## src/rtl/sema_pkg.sv

```systemverilog
package sema_pkg;
  localparam int unsigned DEF_PORTS  = 2;
  localparam int unsigned DEF_DATA_W = 8;
  localparam int unsigned DEF_ADDR_W = 4;
  localparam int unsigned DEF_LOCK_OFS = 8;

  typedef enum logic {
    LOCK_FREE = 1'b0,
    LOCK_HELD = 1'b1
  } lock_state_e;
endpackage

```

## src/rtl/sema_port_dec.sv

```systemverilog
module sema_port_dec #(
  parameter int unsigned ADDR_W   = sema_pkg::DEF_ADDR_W,
  parameter int unsigned LOCK_OFS = sema_pkg::DEF_LOCK_OFS
) (
  input  logic              req_i,
  input  logic              we_i,
  input  logic [ADDR_W-1:0] addr_i,
  input  logic              wbit0_i,
  output logic              rd_hit_o,
  output logic              rel_hit_o
);
  localparam logic [ADDR_W-1:0] LockAddr = ADDR_W'(LOCK_OFS);

  logic sel;
  assign sel       = req_i && (addr_i == LockAddr);
  assign rd_hit_o  = sel && !we_i;
  assign rel_hit_o = sel && we_i && wbit0_i;
endmodule

```

## src/rtl/sema_core.sv

```systemverilog
module sema_core
  import sema_pkg::*;
#(
  parameter int unsigned N_PORTS = DEF_PORTS
) (
  input  logic               clk_i,
  input  logic               rst_ni,
  input  logic [N_PORTS-1:0] rd_hit_i,
  input  logic [N_PORTS-1:0] rel_hit_i,
  output logic [N_PORTS-1:0] grant_o
);
  lock_state_e lock_q, lock_d;
  logic        free_eff;
  logic        rel_any;
  logic        rd_any;

  assign rel_any  = |rel_hit_i;
  assign rd_any   = |rd_hit_i;
  // release is ordered ahead of reads in the same cycle
  assign free_eff = (lock_q == LOCK_FREE) || rel_any;

  always_comb begin
    logic taken;
    taken = 1'b0;
    for (int k = 0; k < N_PORTS; k++) begin
      grant_o[k] = rd_hit_i[k] && free_eff && !taken;
      taken      = taken || grant_o[k];
    end
  end

  always_comb begin
    lock_d = lock_q;
    if (|grant_o)    lock_d = LOCK_HELD;
    else if (rel_any) lock_d = LOCK_FREE;
  end

  always_ff @(posedge clk_i or negedge rst_ni) begin
    if (!rst_ni) lock_q <= LOCK_FREE;
    else         lock_q <= lock_d;
  end


  grant_onehot_chk: assert property (@(posedge clk_i) disable iff (!rst_ni)
    $onehot0(grant_o));

  grant_locks_chk: assert property (@(posedge clk_i) disable iff (!rst_ni)
    (|grant_o) |=> (lock_q == LOCK_HELD));

  held_no_grant_chk: assert property (@(posedge clk_i) disable iff (!rst_ni)
    ((lock_q == LOCK_HELD) && !rel_any) |-> (grant_o == '0));

  release_read_chk: assert property (@(posedge clk_i) disable iff (!rst_ni)
    (rel_any && rd_any) |=> (lock_q == LOCK_HELD));

  release_clears_chk: assert property (@(posedge clk_i) disable iff (!rst_ni)
    (rel_any && !rd_any) |=> (lock_q == LOCK_FREE));

  idle_hold_chk: assert property (@(posedge clk_i) disable iff (!rst_ni)
    (!rel_any && !rd_any) |=> $stable(lock_q));
endmodule

```

## src/rtl/hw_sema_lock.sv

```systemverilog
module hw_sema_lock
  import sema_pkg::*;
#(
  parameter int unsigned N_PORTS  = DEF_PORTS,
  parameter int unsigned DATA_W   = DEF_DATA_W,
  parameter int unsigned ADDR_W   = DEF_ADDR_W,
  parameter int unsigned LOCK_OFS = DEF_LOCK_OFS
) (
  input  logic                      clk_i,
  input  logic                      rst_ni,
  input  logic [N_PORTS-1:0]        req_i,
  input  logic [N_PORTS-1:0]        we_i,
  input  logic [N_PORTS*ADDR_W-1:0] addr_i,
  input  logic [N_PORTS*DATA_W-1:0] wdata_i,
  output logic [N_PORTS*DATA_W-1:0] rdata_o
);
  logic [N_PORTS-1:0] rd_hit;
  logic [N_PORTS-1:0] rel_hit;
  logic [N_PORTS-1:0] grant;

  for (genvar k = 0; k < N_PORTS; k++) begin : g_port
    sema_port_dec #(
      .ADDR_W  (ADDR_W),
      .LOCK_OFS(LOCK_OFS)
    ) u_dec (
      .req_i    (req_i[k]),
      .we_i     (we_i[k]),
      .addr_i   (addr_i[k*ADDR_W +: ADDR_W]),
      .wbit0_i  (wdata_i[k*DATA_W]),
      .rd_hit_o (rd_hit[k]),
      .rel_hit_o(rel_hit[k])
    );

    // bit 0 reports busy: a lock read that did not win
    assign rdata_o[k*DATA_W +: DATA_W] =
      {{(DATA_W-1){1'b0}}, rd_hit[k] && !grant[k]};
  end

  sema_core #(
    .N_PORTS(N_PORTS)
  ) u_core (
    .clk_i    (clk_i),
    .rst_ni   (rst_ni),
    .rd_hit_i (rd_hit),
    .rel_hit_i(rel_hit),
    .grant_o  (grant)
  );
endmodule

```

## config.mk

```make
export PLATFORM = sky130hd
export DESIGN_NAME = hw_sema_lock
export DESIGN_NICKNAME = d
export VERILOG_FILES = /design/src/rtl/sema_pkg.sv /design/src/rtl/sema_port_dec.sv /design/src/rtl/sema_core.sv /design/src/rtl/hw_sema_lock.sv
export SDC_FILE = /design/constraint.sdc
export NUM_CORES = 1
export LEC_CHECK = 0
export ABC_AREA = 1
export BUFFER_PORTS_ARGS = -buffer_cell sky130_fd_sc_hd__buf_2
export CORE_AREA = 8 8 45 47
export CTS_BUF_LIST = sky130_fd_sc_hd__clkbuf_16
export DETAILED_ROUTE_END_ITERATION = 10
export DIE_AREA = 0 0 53 55
export MAX_ROUTING_LAYER = met4
export PLACE_DENSITY = 0.63
export RECOVER_POWER = 25
export REMOVE_ABC_BUFFERS = 1
export SYNTH_ARGS = -nofsm -noshare
export SYNTH_HDL_FRONTEND = slang
export SYNTH_SLANG_ARGS = --single-unit
```

## constraint.sdc

```tcl
create_clock -name clk_i -period 1.1 [get_ports clk_i]
set_input_delay 0.055 -clock clk_i [delete_from_list [all_inputs] [get_ports clk_i]]
set_output_delay 0.055 -clock clk_i [all_outputs]
set_load 0.005 [all_outputs]
```

==> Yosys cells after proc, flatten, opt, wreduce, memory -nomap -nowiden <==
Index checks and enable logic that the tools add are counted.
{ "op_classes": {"n_eq_ne": 2, "n_mux": 2, "bitwise_logic": 1, "n_reduce_logical": 21} }
{ "ops": {"columns": ["operator", "n"], "rows": [
  ["1-bit logical AND", 13],
  ["4-bit equality test, second input constant", 2],
  ["1-bit logical NOT", 4],
  ["2-bit OR reduction", 2],
  ["1-bit 2-to-1 mux", 2],
  ["2-bit nonzero test", 1],
  ["1-bit logical OR", 1],
  ["1-bit inverter", 1]
]} }
{ "word_totals": {"regBits": 1, "inputBits": 30} }

==> Longest topological paths before layout <==
Gate-level depths: netlist of the first run.
{ "depth": {"depth_word": 11, "depth_mapped": 5, "depth_no_buf": 5} }

==> Cells and area by module <==
From an unflattened synthesis of the first run, not the netlist that was laid out.
{ "hier_totals": {"hier_cells": 42, "area_unflattened_um2": 264.0} }
{ "by_module_without_submodules": {"columns": ["mod", "instances", "cells_per_inst", "area_each_um2", "seq_area_each_um2"], "rows": [
  ["hw_sema_lock", 1, 19, 128.9, 0.0],
  ["sema_port_dec", 2, 7, 37.5, 0.0],
  ["sema_core", 1, 9, 60.1, 25.0]
]} }

==> Worst setup path before layout of the first run <==
OpenSTA, ideal clock, no wires.
{ "synth_timing": {"kind": "register to register", "start": "reg u_core.lock_q", "end": "reg u_core.lock_q", "t_arrival_ns": 0.499, "path_slack_ns": 0.474, "stages_incl_launch_ff": 3, "path_buffers": 0, "period_less_slack_ns": 0.626, "path_cell_list": "dfrtp_1 nand3_2 nand3_1"} }
{ "synth_between": {"elab_chain_cells": 7, "elab_cells_between_ends": 9, "classes_between": "mux (1); bitwise (1); reduce/logical (7)"} }
{ "synth_rtl": {"columns": ["element", "line", "text"], "rows": [
  ["start, declared", "sema_core.sv:12", "lock_state_e lock_q, lock_d;"],
  ["start signal, assigned", "sema_core.sv:39", "else lock_q <= lock_d;"],
  ["1-bit inverter *", "sema_core.sv:20", "assign free_eff = (lock_q == LOCK_FREE) || rel_any;"],
  ["1-bit logical OR *", "sema_core.sv:20", null],
  ["1-bit logical AND", "sema_core.sv:26", "grant_o[k] = rd_hit_i[k] && free_eff && !taken;"],
  ["1-bit logical NOT", "sema_core.sv:26", null],
  ["1-bit logical AND", "sema_core.sv:26", null],
  ["2-bit OR reduction *", "sema_core.sv:33", "if (|grant_o) lock_d = LOCK_HELD;"],
  ["1-bit 2-to-1 mux or 2-bit nonzero test (tied branches)", null, null]
]} }
Every way passes the cells marked *; elsewhere a longest branch is shown, timed or not.
A chain may end at the register's enable or synchronous reset.

==> Worst setup path in the final report of the first run <==
{ "layout_timing": {"start": "in addr_i[5]", "end": "out rdata_o[8]"} }
{ "layout_between": {"elab_chain_cells": 11, "elab_cells_between_ends": 13, "classes_between": "eq/ne (1); reduce/logical (12)"} }
{ "layout_rtl": {"columns": ["element", "line", "text"], "rows": [
  ["start, declared", "hw_sema_lock.sv:13", "input logic [N_PORTS*ADDR_W-1:0] addr_i,"],
  ["4-bit equality test *", "sema_port_dec.sv:15", "assign sel = req_i && (addr_i == LockAddr);"],
  ["1-bit logical AND *", "sema_port_dec.sv:15", null],
  ["1-bit logical AND (2 in series)", "sema_port_dec.sv:17", "assign rel_hit_o = sel && we_i && wbit0_i;"],
  ["2-bit OR reduction", "sema_core.sv:17", "assign rel_any = |rel_hit_i;"],
  ["1-bit logical OR", "sema_core.sv:20", null],
  ["1-bit logical AND", "sema_core.sv:26", null],
  ["1-bit logical NOT", "sema_core.sv:26", null],
  ["1-bit logical AND", "sema_core.sv:26", null],
  ["1-bit logical NOT", "hw_sema_lock.sv:36", "{{(DATA_W-1){1'b0}}, rd_hit[k] && !grant[k]};"],
  ["1-bit logical AND *", "hw_sema_lock.sv:36", null],
  ["end, declared", "hw_sema_lock.sv:15", "output logic [N_PORTS*DATA_W-1:0] rdata_o"]
]} }
Marked as above.

==> results of run 1 <==
-- stage by stage --
| stage | hold slack, ns | util [%] | std cells |
|---|---|---|---|
| 3_5_place_dp | -0.166 | 21.2 | 67 |
| 3_3_place_gp | -0.170 | 21.2 | 67 |
| 5_1_grt | 0.381 | 21.8 | 68 |
| 6_report | 0.359 | 21.8 | 68 |
| 4_1_cts | 0.369 | 21.9 | 68 |
| 2_1_floorplan | -0.241 | - | 34 |
-- final timing paths --
path                               start       endpoint  slack [ns]
max                            addr_i[5]     rdata_o[8]        0.34
min                               rst_ni  u_core.lock_q        0.36
min reg2reg                u_core.lock_q  u_core.lock_q        0.55
max in group asynchronous         rst_ni  u_core.lock_q        0.64
max reg2reg                u_core.lock_q  u_core.lock_q        0.44
min in group clk_i             addr_i[2]  u_core.lock_q        0.40
-- metal layers --
layer  wire (µm)  share of wire (%)  vias to the layer above  track usage [%]
li1            -                  -                      117                -
met1         209                 35                       94             4.53
met2         325                 54                       15             6.45
met3          70                 12                        0            0.267
met4           0                  0                        0                0
met5           0                  0                        -                -
-- cell families (layout without fill, tap and decap cells) --
logic type / count (synthesis) / after routing / synth area share (%)
flip-flops: 1 / 1 / 10.3
buffers and inverters: 19 / 23 / 50.8
AND/OR/NAND/NOR: 13 / 13 / 33.8
AO/OA/AOI/OAI: 1 / 1 / 3.59
other: 1 / 14 / 1.54
-- layout make-up --
class	count	share of cell area (%)
Timing Repair Buffer	18	31.1
Tap cell	16	6.64
Inverter	5	6.22
Multi-Input combinational cell	28	47.7
Sequential cell	1	8.30
-- synth_stat cells, drive strengths merged --
cell type | instances | share of area, %
nor2 | 5 | 12
buf | 14 | 43
nand4 | 4 | 13
inv | 5 | 7.7
conb | 1 | 1.5
nand3 | 2 | 6.2
a21oi | 1 | 3.6
nand2 | 2 | 3.1
dfrtp | 1 | 10
-- report_power, final --
part	internal [mW]	switching (mW)	leakage, nW
clock network	0	0	0
registers	0.0476	0.00708	0.0117
logic	0.0381	0.0435	0.178
-- repair_timing --
action	in CTS	in global routing
hold buffers	1	0
endpoints found under the setup margin	0	0
endpoints found under the hold margin	1	0
==> reports/qor.yml, run 1 <==
route:
  routed_wl_um: 605
  drtAntennaViolNets: 0
  avgRoutedWirePerCell_um: 8.90
  viasPerCell: 3.32
  vias: 226
  dr.pass1.iters: 1
  drc_errors: 0
  first_iter_violations: 0
critical_path:
  rr_worst_depth: 2
  worst-path-max-fanout: 2
  cp-end-kind: "output pin"
  cp.required_ns: 1.04
  crit_top_cell: "buf_2"
  worstPathArrival_ns: 0.70
  path_buf_inv: 2
  cp-start-kind: "primary input"
  path_class: "in2out"
  max_stage_delay_ns: 0.16
  crit_chain: "buf_2 -> nor2_2 -> nand4_1 -> nand3_2 -> a21oi_2 -> buf_2"
  cpLargestDelayFamily: "simple AND/OR/NAND/NOR gates"
  slowest_stage: "nand4_1"
  path_depth: 6
grt:
  grt_use_total_pct: 3.60
  grt_max_degree: 4
  grt_first_pass_wirelength_um: 834
  antenna_found_initial: 0
  grt_pass1_vias: 218
  grt.overflow.total: 0
run_status:
  outcome: "completed"
timing:
  finalMaxSlewViolations: 0
  finalHoldViolCount: 0
  period_share_pct: 69.1
  clock_skew_ns: 0
  fin_ws_ns: 0.340
  setup_tns_ns: 0
  setup_violations: 0
  clock.fmax_ghz: 1.32
  rsz0062_at_grt: "no"
  fin_crit_ns: 0.760
clock_tree:
  worstSkewPairLatency_ns: 0
  path_clk_slew_ns: 0
  cts_setup_buffers: 0
  cts_resized: 0
floorplan:
  start_util_pct: 17.6
  die_x_um: 53
  die_h_um: 55
  num_rows: 14
  core_area_um2: 1380
  ios: 46
  dieArea_um2: 2920
power:
  p_leak_nw: 0.190
  peakVddDrop_mv: 0.134
  finalPower_mw: 0.136
  powerDensity_nw_per_um2: 452
layout:
  regArea_um2: 25.0
  nNetsFinal: 84
  layout-drive-gt1-share_pct: 44.2
  largest_register: "u_core.lock_q"
  final_area_um2: 302
  syn_to_final_growth_pct: 23.6
  final_common_cell: "buf_2"
  diodes: 0
  multi_input_area_um2: 144
  largest_reg_flops: 1
  layout_common_cells: "16 x buf_2, 14 x conb_1, 5 x inv_1"
  reg.largest.list: "u_core.lock_q: 1 flops"
  nFillCells: 167
synthesis:
  syn_inst: 35
  syn_area_um2: 244
  synth_cell_types: 12
  yosysSeqAreaShare_pct: 10.3
  synth_seq_cells: 1
  ys.warnings.count: 0
  synth.avg_cell_area_um2: 6.97
placement:
  place_ws_ns: 0.329
  gp_congestion: 0.598
  place_area_um2: 293
  portBuffers: 17
  hpwl_um: 607
hold_path:
  hp-class: "in2async"
flow_run:
  maxCapViolCount: 0
No activity file was read; power rests on OpenSTA's default activity.
==> inputs of run 2 (changes only) <==
==> constraint.sdc (replaced) <==
create_clock -name clk_i -period 0.8 [get_ports clk_i]
set_input_delay 0.04 -clock clk_i [delete_from_list [all_inputs] [get_ports clk_i]]
set_output_delay 0.04 -clock clk_i [all_outputs]
set_load 0.005 [all_outputs]
==> run 2 against run 1 <==
Register-to-register slack got worse by 0.30 ns. Sequential power up 37%. Worst hold slack got worse by 0.015 ns. First-iteration DRC count unchanged. Combinational power grew 54%. Largest power group unchanged.
==> reports/qor.yml, run 2 (synthesized netlist as in run 1, its figures left out) <==
layout:
  final_common_cell: "conb_1"  # was buf_2
  largest_reg_flops: 1  # unchanged
  final_core_util_pct: 23.7  # was 21.8%
  layout_common_cells: "14 x conb_1, 13 x buf_2, 4 x inv_1"  # was 16 x buf_2, 14 x conb_1, 5 x inv_1
  final_area_um2: 328  # was 302 µm²
  syn_to_final_growth_pct: 34.4  # was 23.6%
  diodes: 0  # unchanged
  layout-drive-gt1-share_pct: 48.1  # was 44.2%
  nNetsFinal: 84  # unchanged
  finalNonFillerCells: 68  # unchanged
  largest_register: "u_core.lock_q"  # unchanged
  reg.largest.list: "u_core.lock_q: 1 flops"  # unchanged
placement:
  dp.cells: 67  # unchanged
  portBuffers: 17  # unchanged
  place_ws_ns: 0.0581  # was 0.329 ns
  gp_congestion: 0.598  # unchanged
  hpwl_um: 607  # unchanged
  place_area_um2: 293  # unchanged
critical_path:
  worst-path-max-fanout: 2  # unchanged
  slowest_stage: "nand4_1"  # unchanged
  crit_chain: "buf_2 -> nor2_4 -> nand4_1 -> nand3_2 -> a21oi_2 -> buf_2"  # was buf_2 -> nor2_2 -> nand4_1 -> nand3_2 -> a21oi_2 -> buf_2
  cp-end-kind: "output pin"  # unchanged
  worstPathArrival_ns: 0.70  # about the same
  cp.required_ns: 0.76  # was 1.04 ns
  max_stage_delay_ns: 0.15  # was 0.16 ns
  path_class: "in2out"  # unchanged
  crit_top_cell: "buf_2"  # unchanged
  cp-start-kind: "primary input"  # unchanged
grt:
  use_met1_pct: 4.53  # unchanged
  grt_use_total_pct: 3.60  # unchanged
  use_met2_pct: 6.45  # unchanged
  grt.overflow.total: 0  # unchanged
  grt_util_met3_pct: 0.267  # unchanged
  grt_first_pass_wirelength_um: 834  # unchanged
  grt_max_degree: 4  # unchanged
  grt_pass1_vias: 218  # unchanged
  busiest_layer: "met2"  # unchanged
  antenna_found_initial: 0  # unchanged
route:
  drtAntennaViolNets: 0  # unchanged
  vias: 232  # was 226
  first_iter_violations: 0  # unchanged
  dr.pass1.iters: 1  # unchanged
  viasPerCell: 3.41  # was 3.32
  avgRoutedWirePerCell_um: 9.19  # was 8.90 µm
  drc_errors: 0  # unchanged
  routed_wl_um: 625  # was 605 µm
timing:
  rsz0062_at_grt: "yes"  # was no
  fin_ws_ns: 0.0574  # was 0.340 ns
  clock_skew_ns: 0  # unchanged
  period_share_pct: 92.8
  finalHoldViolCount: 0  # unchanged
  clock.fmax_ghz: 1.35
  hold_ws_ns: 0.344  # was 0.359 ns
  setup_violations: 0  # unchanged
  fin_crit_ns: 0.743
  finalMaxSlewViolations: 0  # unchanged
power:
  powerDensity_nw_per_um2: 614  # was 452 nW/µm²
  peakVddDrop_mv: 0.190  # was 0.134 mV
  p_leak_nw: 0.196  # was 0.190 nW
clock_tree:
  worstSkewPairLatency_ns: 0  # about the same
  cts_setup_buffers: 0  # unchanged
  path_clk_slew_ns: 0  # about the same
floorplan:
  dieArea_um2: 2920  # unchanged
  die_h_um: 55  # unchanged
  ios: 46  # unchanged
  start_util_pct: 17.6  # unchanged
  core_area_um2: 1380  # unchanged
  num_rows: 14  # unchanged
  die_x_um: 53  # unchanged
run_status:
  outcome: "completed"  # unchanged
flow_run:
  maxCapViolCount: 0  # unchanged
hold_path:
  hp-class: "in2async"  # unchanged
==> run 2: cell counts in the layout (fill, tap and decap cells not counted) <==
No cell type changed its count.
==> run 2: worst max-delay path, delay by kind of cell <==
| kind | cells | cell delay [ns] |
|---|---|---|
| AND/OR/NAND/NOR | 3 | 0.38 |
| buffers and inverters | 2 | 0.23 |
| AO/OA/AOI/OAI | 1 | 0.05 |
==> run 2: metrics by stage <==
stage,power [mW],TNS [ns]
after global placement,0.179,0
after global routing,0.225,-0.0159
final,0.201,0
after CTS,0.188,0
after detailed placement,0.184,0
after floorplan,0.134,0
==> run 2: power breakdown <==
group / switching (mW) / leakage, nW / internal, mW
registers: 0.00967 / 0.0117 / 0.0654
logic: 0.0636 / 0.184 / 0.0626
clock network: 0 / 0 / 0
total: 0.0733 / 0.196 / 0.128
==> run 2: what timing repair did <==
item | 4_1_cts | 5_1_grt
resized for setup | 0 | 6
endpoints found under the hold margin | 1 | 0
hold buffers | 1 | 0
endpoints found under the setup margin | 0 | 2
==> run 2: area by class of cell <==
type | instances | area [µm²]
multi-input combinational | 28 | 151
inverter | 5 | 18.8
fill | 169 | 1060
timing repair buffer | 18 | 113
sequential | 1 | 25.0
tap | 16 | 20.0
==> run 2: path summary, 6_finish.rpt <==
path                       cells past startpoint       endpoint          start  slack (ns)
max                                            6     rdata_o[8]      addr_i[5]        0.06
min                                            2  u_core.lock_q         rst_ni        0.34
max reg2reg                                    2  u_core.lock_q  u_core.lock_q        0.14
min reg2reg                                    2  u_core.lock_q  u_core.lock_q        0.55
max in group asynchronous                      2  u_core.lock_q         rst_ni        0.35
min in group clk_i                             4  u_core.lock_q      addr_i[2]        0.39
==> run 2: metal layers <==
metal | part of all wire, % | vias up
met4 | 0 | 0
met3 | 11 | 0
li1 | - | 117
met2 | 57 | 15
met1 | 32 | 100
met5 | 0 | -
==> inputs of run 3 (changes only) <==
--- a/config.mk
+++ b/config.mk
@@ -11,7 +11,6 @@
 export CTS_BUF_LIST = sky130_fd_sc_hd__clkbuf_16
 export DETAILED_ROUTE_END_ITERATION = 10
 export DIE_AREA = 0 0 53 55
-export MAX_ROUTING_LAYER = met4
 export PLACE_DENSITY = 0.63
 export RECOVER_POWER = 25
 export REMOVE_ABC_BUFFERS = 1
==> run 3 against run 2 <==
Clock skew stayed put. Sequential share of layout area did not move. Register-to-register slack about the same. Largest power group unchanged. Global-route usage decreased by 0.11 points. Final cell count unchanged. Die area unchanged.
==> reports/qor.yml, run 3 (synthesized netlist as in run 1, its figures left out) <==
run_status:
  outcome: "completed"  # unchanged
route:
  first_iter_violations: 0  # unchanged
  drtAntennaViolNets: 0  # unchanged
  avgRoutedWirePerCell_um: 9.19  # unchanged
  routed_wl_um: 625  # unchanged
  drc_errors: 0  # unchanged
  viasPerCell: 3.41  # unchanged
  vias: 232  # unchanged
  dr.pass1.iters: 1  # unchanged
timing:
  period_share_pct: 92.8  # about the same
  setup_tns_ns: 0  # unchanged
  clock.fmax_ghz: 1.35  # about the same
  fin_crit_ns: 0.743  # about the same
  fin_ws_ns: 0.0575  # was 0.0574 ns
  setup_violations: 0  # unchanged
  finalHoldViolCount: 0  # unchanged
  finalMaxSlewViolations: 0  # unchanged
  clock_skew_ns: 0  # unchanged
  rsz0062_at_grt: "yes"  # unchanged
grt:
  grt_first_pass_wirelength_um: 834  # unchanged
  grt_use_total_pct: 3.49  # was 3.60%
  grt_max_degree: 4  # unchanged
  antenna_found_initial: 0  # unchanged
  grt_pass1_vias: 218  # unchanged
  grt.overflow.total: 0  # unchanged
layout:
  syn_to_final_growth_pct: 34.4  # unchanged
  final_common_cell: "conb_1"  # unchanged
  nNetsFinal: 84  # unchanged
  layout_common_cells: "14 x conb_1, 13 x buf_2, 4 x inv_1"  # unchanged
  final_core_util_pct: 23.7  # unchanged
  largest_reg_flops: 1  # unchanged
  reg.largest.list: "u_core.lock_q: 1 flops"  # unchanged
  largest_register: "u_core.lock_q"  # unchanged
  nFillCells: 169  # unchanged
  diodes: 0  # unchanged
  layout-drive-gt1-share_pct: 48.1  # unchanged
clock_tree:
  path_clk_slew_ns: 0  # about the same
  worstSkewPairLatency_ns: 0  # about the same
  cts_setup_buffers: 0  # unchanged
critical_path:
  cp.required_ns: 0.76  # about the same
  path_class: "in2out"  # unchanged
  worst-path-max-fanout: 2  # unchanged
  cpLargestDelayFamily: "simple AND/OR/NAND/NOR gates"  # unchanged
  crit_chain: "buf_2 -> nor2_4 -> nand4_1 -> nand3_2 -> a21oi_2 -> buf_2"  # unchanged
  worstPathArrival_ns: 0.70  # about the same
  crit_top_cell: "buf_2"  # unchanged
  cp-end-kind: "output pin"  # unchanged
  path_buf_inv: 2  # unchanged
  rr_worst_depth: 2  # unchanged
  r2r_start: "u_core.lock_q"  # unchanged
  slowest_stage: "nand4_1"  # unchanged
  cp-start-kind: "primary input"  # unchanged
  max_stage_delay_ns: 0.15  # about the same
  ff2ff_setup_slack_ns: 0.14  # about the same
  r2r_end: "u_core.lock_q"  # unchanged
placement:
  place_ws_ns: 0.0581  # unchanged
  portBuffers: 17  # unchanged
  gp_congestion: 0.595  # was 0.598
  hpwl_um: 607  # unchanged
floorplan:
  ios: 46  # unchanged
  num_rows: 14  # unchanged
  start_util_pct: 17.6  # unchanged
  die_x_um: 53  # unchanged
  core_area_um2: 1380  # unchanged
  die_h_um: 55  # unchanged
  dieArea_um2: 2920  # unchanged
power:
  p_leak_nw: 0.196  # unchanged
  peakVddDrop_mv: 0.190  # unchanged
  finalPower_mw: 0.201  # about the same
  powerDensity_nw_per_um2: 614  # about the same
flow_run:
  maxCapViolCount: 0  # unchanged
hold_path:
  hp-class: "in2async"  # unchanged
[run 3: cell counts in the layout (fill, tap and decap cells not counted)]
Identical to the previous run, type by type.
[run 3: metal layers]
layer  global-route usage (%)  routed length, µm  up-vias
met2                     6.45                357       15
met1                     4.38                179      100
met5                        0                  0        -
met3                    0.535                 88        0
li1                         -                  -      117
met4                        0                  0        0
[run 3: what timing repair did]
item | CTS | global route
gates resized for setup | 0 | 6
endpoints found under the setup margin | 0 | 2
hold buffers | 1 | 0
hold endpoints to repair | 1 | 0
[run 3: worst max-delay path by stage]
stage,depth (start not counted),endpoint,startpoint,slack (ns)
floorplan,2,u_core.lock_q,u_core.lock_q,0.17
global placement,6,rdata_o[8],addr_i[5],0.07
detailed placement,5,u_core.lock_q,addr_i[5],0.06
CTS,6,rdata_o[8],addr_i[5],0.06
global route,6,rdata_o[8],addr_i[5],-0.01
finish,6,rdata_o[8],addr_i[5],0.06
[run 3: stage by stage]
| stage | hold slack [ns] | cell area [µm²] | instances |
|---|---|---|---|
| CTS | 0.354 | 303 | 68 |
| detailed placement | -0.181 | 293 | 67 |
| finish | 0.344 | 328 | 68 |
| floorplan | -0.256 | 188 | 34 |
| global route | 0.366 | 328 | 68 |
| global placement | -0.185 | 293 | 67 |
[run 3: area by class of cell]
cell class / instances / area (µm²) / share of cell area [%]
multi-input combinational: 28 / 151 / 46.2
timing repair buffer: 18 / 113 / 34.4
sequential: 1 / 25.0 / 7.63
tap: 16 / 20.0 / 6.11
inverter: 5 / 18.8 / 5.73
[run 3: report_power, final]
group	switching (mW)	leakage (nW)	internal [mW]	total [mW]
Sequential	0.00967	0.0117	0.0654	0.0751
Combinational	0.0636	0.184	0.0626	0.126
Clock	0	0	0	0
Total	0.0733	0.196	0.128	0.201
